<file path="config.mk">
export PLATFORM = sky130hd
export DESIGN_NAME = uart_irq_ident
export DESIGN_NICKNAME = d
export VERILOG_FILES = /design/src/rtl/uart_irq_pkg.sv /design/src/rtl/irq_char_timer.sv /design/src/rtl/irq_rank.sv /design/src/rtl/uart_irq_ident.sv
export SDC_FILE = /design/constraint.sdc
export NUM_CORES = 1
export LEC_CHECK = 0
export CELL_PAD_IN_SITES_DETAIL_PLACEMENT = 1
export CELL_PAD_IN_SITES_GLOBAL_PLACEMENT = 2
export CORE_UTILIZATION = 37
export DETAILED_ROUTE_END_ITERATION = 7
export DONT_BUFFER_PORTS = 1
export PLACE_DENSITY_LB_ADDON = 0.1
export SYNTH_ARGS = -nofsm -noshare
export SYNTH_HDL_FRONTEND = slang
export SYNTH_SLANG_ARGS = --single-unit
</file>
<file path="constraint.sdc">
create_clock -name clk -period 4.3 [get_ports clk]
set_input_delay 0.645 -clock clk [delete_from_list [all_inputs] [get_ports clk]]
set_output_delay 0.645 -clock clk [all_outputs]
set_load 0.02 [all_outputs]
</file>
<file path="src/rtl/uart_irq_pkg.sv">
`timescale 1ns/1ps
package uart_irq_pkg;

    typedef enum logic [2:0] {
        SRC_LS   = 3'b011,
        SRC_RDA  = 3'b010,
        SRC_TO   = 3'b110,
        SRC_THRE = 3'b001,
        SRC_MS   = 3'b000
    } irq_code_e;

    localparam int NSRC = 5;

    // index 0 is the highest rank
    localparam irq_code_e RANK_CODE [NSRC] = '{SRC_LS, SRC_RDA, SRC_TO, SRC_THRE, SRC_MS};

    function automatic int trig_level(input logic [1:0] sel);
        case (sel)
            2'd0:    return 1;
            2'd1:    return 4;
            2'd2:    return 8;
            default: return 14;
        endcase
    endfunction

    // frame length counted in half bit periods
    function automatic int frame_halfbits(input logic [1:0] wlen, input logic par, input logic stop2);
        int stop_half;
        if (!stop2)            stop_half = 2;
        else if (wlen == 2'd0) stop_half = 3;
        else                   stop_half = 4;
        return 2 * (6 + int'(wlen) + int'(par)) + stop_half;
    endfunction

endpackage

</file>
<file path="src/rtl/irq_char_timer.sv">
`timescale 1ns/1ps
module irq_char_timer
    import uart_irq_pkg::*;
#(
    parameter int OVERSAMPLE = 16,
    parameter int TO_CHARS   = 4
) (
    input  logic       clk,
    input  logic       rst_n,
    input  logic       tick_i,
    input  logic [1:0] wlen_i,
    input  logic       par_en_i,
    input  logic       stop2_i,
    input  logic       rx_nonempty_i,
    input  logic       activity_i,
    output logic       expired_o
);
    localparam int HALF_SPAN = TO_CHARS * OVERSAMPLE / 2;
    localparam int LIM_MAX   = HALF_SPAN * 24;
    localparam int CW        = $clog2(LIM_MAX + 1);

    typedef struct packed {
        logic [CW-1:0] cnt;
    } tmr_t;

    tmr_t          t_q, t_d;
    logic [CW-1:0] limit;

    always_comb begin
        limit = CW'(HALF_SPAN * frame_halfbits(wlen_i, par_en_i, stop2_i));
        t_d   = t_q;
        if (!rx_nonempty_i || activity_i)
            t_d.cnt = '0;
        else if (tick_i && (t_q.cnt < limit))
            t_d.cnt = t_q.cnt + 1'b1;
        expired_o = rx_nonempty_i && (t_q.cnt >= limit);
    end

    always_ff @(posedge clk or negedge rst_n) begin
        if (!rst_n) t_q <= '0;
        else        t_q <= t_d;
    end
endmodule

</file>
<file path="src/rtl/irq_rank.sv">
`timescale 1ns/1ps
module irq_rank
    import uart_irq_pkg::*;
(
    input  logic [NSRC-1:0] req_i,
    output irq_code_e       code_o,
    output logic            any_o
);
    always_comb begin
        code_o = SRC_MS;
        any_o  = 1'b0;
        for (int i = NSRC - 1; i >= 0; i--) begin
            if (req_i[i]) begin
                code_o = RANK_CODE[i];
                any_o  = 1'b1;
            end
        end
    end
endmodule

</file>
<file path="src/rtl/uart_irq_ident.sv">
`timescale 1ns/1ps
module uart_irq_ident
    import uart_irq_pkg::*;
#(
    parameter int CNT_W      = 5,
    parameter int OVERSAMPLE = 16,
    parameter int TO_CHARS   = 4
) (
    input  logic             clk,
    input  logic             rst_n,
    input  logic [3:0]       ier_i,
    input  logic             lsr_err_i,
    input  logic [CNT_W-1:0] rx_count_i,
    input  logic [1:0]       trig_sel_i,
    input  logic             rx_push_i,
    input  logic             baud_tick_i,
    input  logic [1:0]       wlen_i,
    input  logic             par_en_i,
    input  logic             stop2_i,
    input  logic             tx_empty_i,
    input  logic [3:0]       msr_delta_i,
    input  logic             lsr_rd_i,
    input  logic             rbr_rd_i,
    input  logic             iir_rd_i,
    input  logic             msr_rd_i,
    input  logic             thr_wr_i,
    output logic [7:0]       iir_o,
    output logic             irq_o
);
    typedef struct packed {
        logic       ls_pend;
        logic       ms_pend;
        logic       thre_pend;
        logic       rda;
        logic       err_prev;
        logic [3:0] delta_prev;
        logic       txe_prev;
        logic       thre_en_prev;
    } ident_t;

    localparam ident_t RESET_ST = '{ls_pend: 1'b0, ms_pend: 1'b0, thre_pend: 1'b0,
                                    rda: 1'b0, err_prev: 1'b0, delta_prev: 4'h0,
                                    txe_prev: 1'b1, thre_en_prev: 1'b0};

    ident_t          s_q, s_d;
    logic            to_hit;
    logic [NSRC-1:0] req;
    irq_code_e       code;
    logic            any;
    logic            thre_raise;
    logic            thre_ack;

    irq_char_timer #(
        .OVERSAMPLE (OVERSAMPLE),
        .TO_CHARS   (TO_CHARS)
    ) u_timer (
        .clk           (clk),
        .rst_n         (rst_n),
        .tick_i        (baud_tick_i),
        .wlen_i        (wlen_i),
        .par_en_i      (par_en_i),
        .stop2_i       (stop2_i),
        .rx_nonempty_i (rx_count_i != '0),
        .activity_i    (rx_push_i | rbr_rd_i),
        .expired_o     (to_hit)
    );

    // ranking order follows RANK_CODE
    assign req = {s_q.ms_pend   & ier_i[3],
                  s_q.thre_pend & ier_i[1],
                  to_hit        & ier_i[0],
                  s_q.rda       & ier_i[0],
                  s_q.ls_pend   & ier_i[2]};

    irq_rank u_rank (
        .req_i  (req),
        .code_o (code),
        .any_o  (any)
    );

    always_comb begin
        s_d = s_q;

        s_d.rda = int'(rx_count_i) >= trig_level(trig_sel_i);

        if (lsr_err_i && !s_q.err_prev) s_d.ls_pend = 1'b1;
        else if (lsr_rd_i)              s_d.ls_pend = 1'b0;

        if ((msr_delta_i & ~s_q.delta_prev) != 4'h0) s_d.ms_pend = 1'b1;
        else if (msr_rd_i)                           s_d.ms_pend = 1'b0;

        thre_raise = tx_empty_i && (!s_q.txe_prev || (ier_i[1] && !s_q.thre_en_prev));
        thre_ack   = thr_wr_i || (iir_rd_i && any && (code == SRC_THRE));
        if (thre_raise)    s_d.thre_pend = 1'b1;
        else if (thre_ack) s_d.thre_pend = 1'b0;

        s_d.err_prev     = lsr_err_i;
        s_d.delta_prev   = msr_delta_i;
        s_d.txe_prev     = tx_empty_i;
        s_d.thre_en_prev = ier_i[1];
    end

    always_ff @(posedge clk or negedge rst_n) begin
        if (!rst_n) s_q <= RESET_ST;
        else        s_q <= s_d;
    end

    assign iir_o = {2'b11, 2'b00, any ? code : SRC_MS, ~any};
    assign irq_o = any;
endmodule

</file>
==> impl_metrics.toml <==
[drt]
drt_iter0_markers = 12
vias = 1125
post-route-drc-count = 0
ant_nets = 0
wl_per_cell_um = 15.25
drt_pass1_iterations = 4
vias_per_cell = 5.488
routed_wl_um = 3127

[yosys]
synthMuxAreaShare = 0.02053
async_reset_ff_frac = 1.000
synth_edf_count = 0
synth_cell_type_count = 44
seq_area_frac_synth = 0.3601
synth_compound_area_frac = 0.2062
ys_ff_latch = 21
yosysWarnings = 0
synthesis.area_mm2 = 0.001463
synth_area_leaders = "dfrtp_1 34%, ha_1 13%, inv_1 6.7%, nand2_1 2.6%, nand3_1 2.4%"
synth_top_family_by_area = "compound AO/OA/AOI/OAI gates"
yosysTopAreaCellShare = 0.3422
synthSimpleGateAreaFrac = 0.1540
yosys.area_share.xor_xnor = 0.005988
synthCells = 157
ys.flop_type = "dfrtp_1"
syn_avg_cell_area_um2 = 9.316
yosys.area_share.adder = 0.1420
yosysTopAreaCell = "dfrtp_1"

[floorplanning]
initial_core_util = 0.3936
die-height_um = 64.88
dieWidth_um = 64.88
num_rows = 22
die-area_mm2 = 0.004209
core-area_mm2 = 0.003716
io_pins = 39

[worst_setup_path]
worstPathRequired_ns = 3.65
end_kind = "output pin"
r2r_cells = 5
rr_startpoint = "u_timer.t_q[7]$_DFFE_PN0P_"
critPathLaunch = "wlen_i[1]"
path_class = "in2out"
critPathCapture = "iir_o[3]"
r2r-end = "u_timer.t_q[4]$_DFFE_PN0P_"
critPathArrivalTime_ns = 3.28
crit_fanout = 12
regToRegSetupSlack_ns = 2.28
cp-start-kind = "primary input"

[grt]
grt_max_degree = 22
grt_pass1_wl_um = 5368
overflow = 0
first_global_vias = 1209
antenna_found_initial = 0
groute.usage.overall = 0.1659

[job]
drv_cap = 0

[timing]
hold_viol = 0
relSlewSlack = 0.5388
finalSetupViolCount = 0
worst_pin_slew_ns = 0.6872
drv_slew = 0
final.setup.tns_ns = 0
fin_crit_sh = 0.9138
fmax_mhz = 254.5
rsz0062_at_grt = "no"
finClkSkew_ns = 0.001134
min_period_ns = 3.929

[place]
place_hpwl_um = 2531
placed_area_mm2 = 0.001480
routabilityCongestion = 0.7514
port_buffers = 0

[run_status]
status = "complete, no violations"

[clock_network]
cts_buffers = 3
cts_tree = "built"
clk_pin_slew_worst_paths_ns = 0.08
clkSinkCount = 21
cts_hold_buffers = 0
cts_resized = 0
cts_htree_levels = 1
cts_buffer_depth = 2
post_cts_buffers = 0
clock_latency_ns = 0.26
cts-root-buf = "clkbuf_8"

[hold_path]
hold_class = "in2async"

[cells_and_area]
utilization = 0.4114
syn_to_final_growth_pct = 4.534
drive_above_1_share = 0.06369
mostFrequentLayoutCells = "26 x inv_1, 20 x dfrtp_1, 15 x ha_1, 10 x nand2_1, 7 x nand3_1"
n_antenna_cell = 0
fin_nets = 204
final_common_cell = "inv_1"
stdcell_area_mm2 = 0.001529

[pwr]
power.total_mw = 0.4082
pwr_density_cell_mw_per_mm2 = 267.0
ir_worst_vdd_v = 0.0001904
p_leak_nw = 0.6906
==> cells in the mapped netlist (2+ instances only) <==
cell,instances
a21boi_0,4
nand4_1,3
nor2_1,3
a21boi_1,2
nand3_1,7
dfrtp_1,20
conb_1,2
nand2_1,10
a211oi_1,3
a31oi_1,2
inv_1,26
buf_4,4
nor3_1,2
and3_1,2
and4_1,3
nor4_1,2
a22oi_1,2
o21ai_0,3
mux2i_1,3
nand2b_1,4
a21o_1,2
buf_6,2
a21oi_1,4
ha_1,15
or4_1,3
o31ai_1,3
o21a_1,4
==> area by class of cell <==
| type | instances | area (µm²) |
|---|---|---|
| well taps | 48 | 60.06 |
| clock inverters | 1 | 7.507 |
| flip-flops and latches | 21 | 526.8 |
| clock buffers | 3 | 41.29 |
| repair buffers | 1 | 7.507 |
| multi-input cells | 105 | 788.3 |
| inverters | 26 | 97.59 |
| fillers | 432 | 2187 |
==> where the power goes <==
part / internal [mW] / switching, mW / total, mW / leakage, nW
logic: 0.0258 / 0.0412 / 0.0670 / 0.405
clock network: 0.0654 / 0.0667 / 0.132 / 0.0217
registers: 0.205 / 0.00395 / 0.209 / 0.264
==> how the worst min path moves through the flow <==
stage | end | from | slack, ns
2_1_floorplan | s_q[0]$_DFF_PN0_ | rst_n | 0.35
3_3_place_gp | u_timer.t_q[7]$_DFFE_PN0P_ | rst_n | 0.35
3_5_place_dp | u_timer.t_q[9]$_DFFE_PN0P_ | rst_n | 0.35
4_1_cts | u_timer.t_q[8]$_DFFE_PN0P_ | rst_n | 0.06
5_1_grt | u_timer.t_q[0]$_DFFE_PN0P_ | rst_n | 0.05
6_report | u_timer.t_q[8]$_DFFE_PN0P_ | rst_n | 0.07
==> critical path, cell delays in order <==
cell,delay [ns]
o21ai_0,0.41
ha_1,0.27
inv_1,0.06
fa_1,0.37
xor2_1,0.15
ha_1,0.29
nand2_1,0.08
o21ai_2,0.42
a22oi_2,0.21
nor2b_1,0.38
==> stage by stage <==
| step | cells | setup WS [ns] | hold slack (ns) |
|---|---|---|---|
| 2_1_floorplan | 159 | 0.7508 | 0.3494 |
| 3_3_place_gp | 201 | 0.4894 | 0.3499 |
| 3_5_place_dp | 201 | 0.3432 | 0.3503 |
| 4_1_cts | 205 | 0.3423 | 0.05764 |
| 5_1_grt | 205 | 0.1240 | 0.04771 |
| 6_report | 205 | 0.3707 | 0.06994 |
==> registers in the layout, summed over array words and instances (netlist names) <==
register and flops:
u_timer.t_q 10, s_q 11
==> metal layers <==
metal | track usage | up-vias | wire length [µm]
met2 | 0.3099 | 24 | 1673
met4 | 0.02500 | 0 | 16
met3 | 0.04225 | 2 | 132
li1 | - | 545 | -
met5 | 0 | - | 0
met1 | 0.1905 | 554 | 1304
==> cells by family after synthesis <==
| group | count (synthesis) |
|---|---|
| muxes | 3 |
| buffers and inverters | 33 |
| and+or+nand+nor | 41 |
| DFF | 21 |
| AOI/OAI and AO/OA | 40 |
| adders and majority gates | 16 |
| other | 2 |
| xor gates and xnor gates | 1 |
Power figures use the tool's default switching activity.
